===== config.mk =====
export PLATFORM = sky130hd
export DESIGN_NAME = usb_node_state_ctrl
export DESIGN_NICKNAME = d
export VERILOG_FILES = /design/src/rtl/usb_nfs_pkg.sv /design/src/rtl/usb_nfs_idle_timer.sv /design/src/rtl/usb_nfs_event_flags.sv /design/src/rtl/usb_nfs_fsm.sv /design/src/rtl/usb_node_state_ctrl.sv
export SDC_FILE = /design/constraint.sdc
export NUM_CORES = 1
export LEC_CHECK = 0
export BUFFER_PORTS_ARGS = -buffer_cell sky130_fd_sc_hd__buf_2
export CORE_ASPECT_RATIO = 0.75
export CORE_MARGIN = 4
export CORE_UTILIZATION = 53
export CTS_BUF_LIST = sky130_fd_sc_hd__clkbuf_4 sky130_fd_sc_hd__clkbuf_8
export DETAILED_ROUTE_END_ITERATION = 12
export GPL_TIMING_DRIVEN = 0
export PLACE_DENSITY_LB_ADDON = 0.05
export SYNTH_ARGS = -nofsm -noshare
export SYNTH_HDL_FRONTEND = slang
export SYNTH_SLANG_ARGS = --single-unit

===== constraint.sdc =====
create_clock -name clk -period 1.7 [get_ports clk]
set_input_delay 0.255 -clock clk [delete_from_list [all_inputs] [get_ports clk]]
set_output_delay 0.255 -clock clk [all_outputs]
set_load 0.05 [all_outputs]

===== src/rtl/usb_nfs_pkg.sv =====
package usb_nfs_pkg;

    typedef enum logic [1:0] {
        NS_RESET   = 2'b00,
        NS_RESUME  = 2'b01,
        NS_OPER    = 2'b10,
        NS_SUSPEND = 2'b11
    } node_state_e;

    localparam int NUM_EVT  = 6;
    localparam int EV_RST   = 0;
    localparam int EV_HRES  = 1;
    localparam int EV_SD3   = 2;
    localparam int EV_SD5   = 3;
    localparam int EV_EOP   = 4;
    localparam int EV_WAKE  = 5;

endpackage


===== src/rtl/usb_nfs_idle_timer.sv =====
module usb_nfs_idle_timer #(
    parameter int CLKS_PER_MS = 48000,
    parameter int SHORT_MS    = 3,
    parameter int LONG_MS     = 5
) (
    input  logic clk,
    input  logic rst_n,
    input  logic clr,
    input  logic line_idle,
    output logic hit_short,
    output logic hit_long
);
    localparam int PW = (CLKS_PER_MS > 1) ? $clog2(CLKS_PER_MS) : 1;
    localparam int MW = $clog2(LONG_MS + 1);
    localparam logic [PW-1:0] PRE_MAX  = PW'(CLKS_PER_MS - 1);
    localparam logic [MW-1:0] MS_SAT   = MW'(LONG_MS);
    localparam logic [MW-1:0] MS_SHORT = MW'(SHORT_MS - 1);
    localparam logic [MW-1:0] MS_LONG  = MW'(LONG_MS - 1);

    logic [PW-1:0] pre_q;
    logic [MW-1:0] ms_q;
    logic          ms_tick;

    assign ms_tick   = line_idle && (pre_q == PRE_MAX) && (ms_q != MS_SAT);
    assign hit_short = ms_tick && (ms_q == MS_SHORT);
    assign hit_long  = ms_tick && (ms_q == MS_LONG);

    always_ff @(posedge clk or negedge rst_n) begin
        if (!rst_n) begin
            pre_q <= '0;
            ms_q  <= '0;
        end else if (clr || !line_idle) begin
            pre_q <= '0;
            ms_q  <= '0;
        end else if (pre_q == PRE_MAX) begin
            pre_q <= '0;
            if (ms_q != MS_SAT) begin
                ms_q <= ms_q + 1'b1;
            end
        end else begin
            pre_q <= pre_q + 1'b1;
        end
    end

endmodule


===== src/rtl/usb_nfs_event_flags.sv =====
module usb_nfs_event_flags #(
    parameter int N = 6
) (
    input  logic         clk,
    input  logic         rst_n,
    input  logic         clr,
    input  logic         rd_clr,
    input  logic [N-1:0] set_in,
    output logic [N-1:0] flags
);
    for (genvar g = 0; g < N; g++) begin : g_flag
        always_ff @(posedge clk or negedge rst_n) begin
            if (!rst_n) begin
                flags[g] <= 1'b0;
            end else if (clr) begin
                flags[g] <= 1'b0;
            end else if (set_in[g]) begin
                flags[g] <= 1'b1;
            end else if (rd_clr) begin
                flags[g] <= 1'b0;
            end
        end
    end

endmodule


===== src/rtl/usb_nfs_fsm.sv =====
module usb_nfs_fsm
    import usb_nfs_pkg::*;
(
    input  logic               clk,
    input  logic               rst_n,
    input  logic               sw_reset,
    input  logic               req_valid,
    input  logic [1:0]         req_state,
    input  logic [NUM_EVT-1:0] flags,
    output node_state_e        state
);
    node_state_e cur_q, nxt;
    node_state_e req;

    assign req = node_state_e'(req_state);

    always_ff @(posedge clk or negedge rst_n) begin
        if (!rst_n) begin
            cur_q <= NS_RESET;
        end else if (sw_reset) begin
            cur_q <= NS_RESET;
        end else begin
            cur_q <= nxt;
        end
    end

    always_comb begin
        nxt = cur_q;
        if (req_valid) begin
            if (req == NS_RESET && flags[EV_RST]) begin
                nxt = NS_RESET;
            end else begin
                unique case (cur_q)
                    NS_RESET: begin
                        if (req == NS_OPER) nxt = NS_OPER;
                    end
                    NS_OPER: begin
                        if (req == NS_SUSPEND && flags[EV_SD3]) nxt = NS_SUSPEND;
                    end
                    NS_SUSPEND: begin
                        if (req == NS_RESUME && flags[EV_WAKE] && flags[EV_SD5])
                            nxt = NS_RESUME;
                        else if (req == NS_OPER && flags[EV_HRES])
                            nxt = NS_OPER;
                    end
                    NS_RESUME: begin
                        if (req == NS_OPER && flags[EV_EOP]) nxt = NS_OPER;
                    end
                    default: nxt = cur_q;
                endcase
            end
        end
    end

    always_comb begin
        state = cur_q;
    end

endmodule


===== src/rtl/usb_node_state_ctrl.sv =====
module usb_node_state_ctrl
    import usb_nfs_pkg::*;
#(
    parameter int CLKS_PER_MS = 48000,
    parameter int SHORT_MS    = 3,
    parameter int LONG_MS     = 5
) (
    input  logic       clk,
    input  logic       rst_n,
    input  logic       sw_reset,
    input  logic       req_valid,
    input  logic [1:0] req_state,
    input  logic       line_idle,
    input  logic       line_reset,
    input  logic       line_resume,
    input  logic       line_eop,
    input  logic       local_wake,
    input  logic       evt_rd,
    output logic [1:0] node_state,
    output logic [5:0] evt_flags
);
    node_state_e        st;
    logic               hit_short, hit_long;
    logic [NUM_EVT-1:0] set_vec;
    logic [NUM_EVT-1:0] flags;

    usb_nfs_idle_timer #(
        .CLKS_PER_MS (CLKS_PER_MS),
        .SHORT_MS    (SHORT_MS),
        .LONG_MS     (LONG_MS)
    ) i_timer (
        .clk       (clk),
        .rst_n     (rst_n),
        .clr       (sw_reset),
        .line_idle (line_idle),
        .hit_short (hit_short),
        .hit_long  (hit_long)
    );

    always_comb begin
        set_vec          = '0;
        set_vec[EV_RST]  = line_reset;
        set_vec[EV_HRES] = line_resume;
        set_vec[EV_SD3]  = hit_short;
        set_vec[EV_SD5]  = hit_long;
        set_vec[EV_EOP]  = line_eop && (st == NS_RESUME);
        set_vec[EV_WAKE] = local_wake && (st == NS_SUSPEND);
    end

    usb_nfs_event_flags #(
        .N (NUM_EVT)
    ) i_flags (
        .clk    (clk),
        .rst_n  (rst_n),
        .clr    (sw_reset),
        .rd_clr (evt_rd),
        .set_in (set_vec),
        .flags  (flags)
    );

    usb_nfs_fsm i_fsm (
        .clk       (clk),
        .rst_n     (rst_n),
        .sw_reset  (sw_reset),
        .req_valid (req_valid),
        .req_state (req_state),
        .flags     (flags),
        .state     (st)
    );

    assign node_state = st;
    assign evt_flags  = flags;

endmodule


== Word-level counts from Yosys, hierarchy flattened ==
Cells that the tools add are included.

* Output and inout port bits: 8
* Input port bits: 12
* Word-level logic and storage cells: 79
* Register bits: 27

* Eq/ne operators: 14
* Muxes and demuxes: 27
* Add/sub/neg operators: 2
* Reductions and logical operators: 27

{| class="wikitable"
|+ Operators by type and width
! operator !! number
|-
| $mux 16 || 2
|-
| $reduce_bool 3->1 || 6
|-
| $add 16x1->16 const B || 1
|-
| $eq 16x16->1 const B || 1
|-
| $mux 2 || 8
|-
| $mux 1 || 13
|-
| $logic_and 1x1->1 || 12
|-
| $ne 4x2->1 const B || 3
|-
| $mux 3 || 3
|-
| $eq 2x2->1 const B || 4
|-
| $pmux 2 s4 || 1
|-
| $reduce_bool 2->1 || 3
|-
| $ne 5x2->1 const B || 1
|-
| $reduce_and 5->1 || 1
|-
| $eq 2x1->1 const B || 2
|-
| $logic_not 2->1 || 2
|-
| $add 3x1->3 const B || 1
|-
| $eq 3x2->1 const B || 1
|-
| $eq 3x3->1 const B || 1
|-
| $ne 3x3->1 const B || 1
|-
| $reduce_and 2->1 || 1
|-
| $logic_not 1->1 || 1
|-
| $logic_or 1x1->1 || 1
|}

== Longest topological paths before layout ==
* Depth after elaboration: 8
* Mapped depth: 6
* Depth with buffers taken out: 5

== Cells and area by module ==
Synthesis repeated with hierarchy kept, for this count alone.

* Cells, all modules: 157
* Area total of the unflattened synthesis: 1482.7 um^2

{| class="wikitable"
|+ Modules (own cells, without submodules)
! module !! area an instance (um^2) !! cells an instance !! seq. area each (um^2) !! times used
|-
| usb_nfs_idle_timer || 1037.2 || 105 || 475.5 || 1
|-
| usb_nfs_event_flags || 240.2 || 24 || 150.1 || 1
|-
| usb_nfs_fsm || 188.9 || 26 || 50.0 || 1
|-
| usb_node_state_ctrl || 16.3 || 2 || 0.0 || 1
|}

== Worst setup path before layout ==
OpenSTA, ideal clock, no wires.

* Path kind: register to register
* From: register i_fsm.cur_q[1], in the netlist i_fsm.state[1]
* To: register i_fsm.cur_q[1], in the netlist i_fsm.state[1]
* Data arrival time: 1.507 ns
* Clock period less this slack: 1.588 ns
* Library setup time: 0.082 ns
* Data required time: 1.618 ns
* Path buffers: 1
* Stages on the path, launching flop included: 6
* Slack: 0.112 ns
* Cell sequence: dfrtp_1 clkbuf_1 or3_1 nand4_1 a32oi_1 a31oi_1

* Cells in the longest elaborated chain, start to end: 5
* Elaborated cells on any way between the ends: 13
* Classes of those cells: 7 x eq/ne; 4 x mux; 2 x reduce/logical

{| class="wikitable"
|+ RTL lines
! what !! RTL line !! text
|-
| from (decl) || usb_nfs_fsm.sv:12 || <nowiki>node_state_e cur_q, nxt;</nowiki>
|-
| from (signal assigned) || usb_nfs_fsm.sv:23 || <nowiki>cur_q <= nxt;</nowiki>
|-
| $eq 2x1->1, or another cell as far along || usb_nfs_fsm.sv:33 || <nowiki>unique case (cur_q)</nowiki>
|-
| $pmux 2 s4 || usb_nfs_fsm.sv:33 ||
|-
| $mux 2 || usb_nfs_fsm.sv:30 || <nowiki>if (req == NS_RESET && flags[EV_RST]) begin</nowiki>
|-
| $mux 2 || usb_nfs_fsm.sv:29 || <nowiki>if (req_valid) begin</nowiki>
|-
| $mux 2 || usb_nfs_fsm.sv:20 || <nowiki>end else if (sw_reset) begin</nowiki>
|}

Several ways; a longest one is shown, not always the timed one. The select of a mux whose other input is x is not followed.
A chain may end at the register's enable or synchronous reset.

== Final worst setup path ==
* From: register i_timer.pre_q[0]
* To: register i_timer.pre_q[9]

* Cells in the longest elaborated chain, start to end: 3
* Elaborated cells on any way between the ends: 4
* Classes of those cells: 1 x add/sub; 1 x eq/ne; 2 x mux

{| class="wikitable"
|+ RTL lines
! what !! RTL line !! text
|-
| from (decl) || usb_nfs_idle_timer.sv:20 || <nowiki>logic [PW-1:0] pre_q;</nowiki>
|-
| from (signal assigned) || usb_nfs_idle_timer.sv:41 || <nowiki>pre_q <= pre_q + 1'b1;</nowiki>
|-
| $add 16x1->16 or $eq 16x16->1 (tied branches) || usb_nfs_idle_timer.sv:41, usb_nfs_idle_timer.sv:35 ||
|-
| $mux 16 * || usb_nfs_idle_timer.sv:35 || <nowiki>end else if (pre_q == PRE_MAX) begin</nowiki>
|-
| $mux 16 * || usb_nfs_idle_timer.sv:32 || <nowiki>end else if (clr || !line_idle) begin</nowiki>
|}

Mark *: on every way between the ends. The rest lies on a longest branch, timed or not.

==> out/results.ini <==
[outcome]
status = finished clean

[yosys]
synth-simple-area-share_pct = 28.8
synthAdderAreaFrac_pct = 4.20
synth_seq_area_share_pct = 45.4
synth-compound-area-share_pct = 9.41
syn-cell-area_um2 = 1490
synth_nets = 172
postSynth.asyncResetShare_pct = 100
synth_mux_area_share_pct = 2.10
avgSynthCellArea_um2 = 9.61
ys_warn_count = 0
synth_ff_type = dfrtp_1
synth_edf_count = 0
yosysUniqueCellTypes = 38
synthXorXnorAreaFrac_pct = 7.06
synth-seq-cells = 27
synthCells = 155
synth_top_family_by_area = simple AND/OR/NAND/NOR gates

[placement]
placed_area_um2 = 1630
dp_hpwl_um = 2260
numPortBuffers = 19
gp_congestion = 0.857

[clocking]
clk_path_buf_depth = 2
numCtsBuffers = 3
cts-root-buf = clkbuf_8
tritoncts = yes
htreeDepth = 1
clkTransAtPathRegs_ps = 90
clock-sinks = 27
clk_latency_ps = 260

[timing]
slew_headroom_pct = 58.7
worst_pin_slew_ps = 618
period_needed_ps = 1630
rsz0062_at_grt = false
max_freq_mhz = 612
finalHoldViolations = 0
report.final.setup_viol = 0
fin_crit_sh_pct = 96.1
fin_skew_ps = 2.49
maxSlewViolCount = 0

[critical_path]
endpoint_kind = flip-flop
r2r_setup_slack_ps = 70
required_ps = 1860
worst-setup-path-type = flip-flop to flip-flop
cp.arrival_ps = 1790
worstSetupStartpointType = flip-flop
critical_path.max_fanout = 10

[drt]
vias = 1226
initialDrtViolationCount = 62
totalWireLength_um = 3010
routed_via_density = 5.55
wl_met1_um = 1460
ant_nets = 0
drt_first_pass_iters = 4
wl_met2_um = 1390
wl_per_cell_um = 13.6
met3RoutedLength_um = 137
remaining_drc_errors = 0
top_layer = met4

[grt]
antenna_found_initial = 0
grt_usage_pct = 17.7
grt_pass1_wl_um = 5230
grt-ovfl-total = 0
grt_max_degree = 28
grt_pass1_vias = 1103

[power_and_ir_drop]
leakage_nw = 0.764
comb_power_share_pct = 11.2
total_power_mw = 1.16
clkPwrFrac_pct = 31.9
netSwitchingPower_uw = 281
power_frac_seq_pct = 56.9
vdd_drop_max_mv = 0.341
pwr_density_cell_nw_per_um2 = 660
p_int_uw = 876
netSwitchingFraction_pct = 24.3

[die]
placementRows = 16
initial_core_util_pct = 56.3
dieWidth_um = 69.2
ios = 20
die_y_um = 53.9
core_um2 = 2640
die_area_um2 = 3730

[final_layout]
diodes = 0
final_core_util_pct = 66.3
syn_to_final_growth_pct = 17.7
layout-drive-gt1-share_pct = 23.8
layout.nets = 203
fillCellCount = 232
final_area_um2 = 1750

[min_path]
hold_path.class = input port to flip-flop

[job]
maxCapViolCount = 0

kinds of logic after synthesis:
logic type	count (synthesis)
simple gates	79
xor+xnor	12
mux	3
compound gates	19
flops	27
buf+inv	10
fa+ha+maj	5
power by group through the flow:
stage / clock (mW) / combinational (mW) / sequential (mW)
floorplan: 0 / 0.0494 / 0.695
global placement: 0 / 0.120 / 0.671
detailed placement: 0 / 0.123 / 0.672
CTS: 0.387 / 0.129 / 0.659
global route: 0.415 / 0.144 / 0.660
finish: 0.369 / 0.130 / 0.658
critical path, cell delays in order (launching register included):
cell	delay, ps
dfrtp_1	370
ha_2	230
nand4_1	180
or2_2	380
o21ai_4	150
buf_6	160
nor2_1	60
flip-flops by register name, summed over array words and instances, names as in the netlist:
register / cells
i_flags.flags: 6
i_fsm.state: 2
i_timer.ms_q: 3
i_timer.pre_q: 16
final timing paths:
kind | start | cells after the start | end
max in group asynchronous | rst_n | 2 | i_timer.pre_q[10]
worst min register to register | i_timer.ms_q[2] | 1 | i_flags.flags[2]
worst min-delay path | line_reset | 3 | i_flags.flags[0]
min in group asynchronous | rst_n | 2 | i_timer.pre_q[2]
worst max register to register | i_timer.pre_q[0] | 6 | i_timer.pre_q[9]
worst max-delay path | i_timer.pre_q[0] | 6 | i_timer.pre_q[9]
cell type report:
class | instances | area [um2] | share of cell area, %
buffer | 3 | 18.8 | 1.07
clock buffer | 4 | 48.8 | 2.78
inverter | 7 | 26.3 | 1.50
multi-input combinational | 118 | 788 | 45.0
sequential | 27 | 676 | 38.5
tap | 36 | 45.0 | 2.57
timing repair buffer | 26 | 150 | 8.57
synthesized netlist by cell type (2+ instances only):
| cell | n | area share [%] |
|---|---|---|
| a21oi_1 | 5 | 1.7 |
| a31oi_1 | 2 | 0.84 |
| a32oi_1 | 3 | 1.8 |
| clkbuf_1 | 2 | 0.50 |
| dfrtp_1 | 27 | 45 |
| ha_1 | 5 | 4.2 |
| inv_1 | 7 | 1.8 |
| mux2i_1 | 2 | 1.3 |
| nand2_1 | 17 | 4.3 |
| nand2b_1 | 3 | 1.3 |
| nand3_1 | 7 | 2.4 |
| nand3_2 | 3 | 2.0 |
| nand4_1 | 4 | 1.7 |
| nand4b_1 | 2 | 1.2 |
| nor2_1 | 23 | 5.8 |
| nor2b_1 | 3 | 1.3 |
| nor3_1 | 5 | 1.7 |
| nor4_1 | 3 | 1.3 |
| o21ai_0 | 3 | 1.0 |
| xnor2_1 | 10 | 5.9 |
| xor2_1 | 2 | 1.2 |
metrics by stage:
stage / setup TNS [ps] / worst slack, ps / instances / hold WS, ps
final: 0 / 66.6 / 221 / 202
after global routing: 0 / 5.90 / 221 / 227
after CTS: 0 / 28.4 / 218 / 195
after detailed placement: -1100 / -116 / 210 / 292
after global placement: -830 / -88.8 / 210 / 292
after floorplan: 0 / 112 / 155 / -40.6
layer usage:
layer	up-vias	track usage [%]
li1	605	-
met1	595	24.9
met2	24	28.3
met3	2	3.92
met4	0	4.22
met5	-	0
cell usage in the layout, fill, tap and decap left out, types with 2 or more instances in the layout:
| cell | n |
|---|---|
| dfrtp_1 | 27 |
| clkbuf_1 | 2 |
| o21ai_0 | 3 |
| nor4_1 | 2 |
| a32oi_1 | 3 |
| nand2_1 | 17 |
| nand3_2 | 3 |
| nor3_1 | 5 |
| xnor2_1 | 10 |
| nor2b_1 | 3 |
| nor2_1 | 22 |
| nand3_1 | 7 |
| mux2i_1 | 2 |
| xor2_1 | 2 |
| nand2b_1 | 3 |
| ha_1 | 4 |
| nor4_4 | 2 |
| buf_2 | 19 |
| nand4b_1 | 2 |
| inv_1 | 7 |
| a21oi_1 | 5 |
| clkbuf_8 | 3 |
| buf_4 | 6 |
| a31oi_1 | 2 |
| nand4_1 | 4 |
what timing repair did:
action                                  CTS  global route
endpoints found under the setup margin   11            14
endpoints found under the hold margin    27             0
buffers inserted                          3             3
pin swaps                                 1             1
hold buffers                              1             0
resized for setup                         1             3
(Power assumes the default switching activity.)
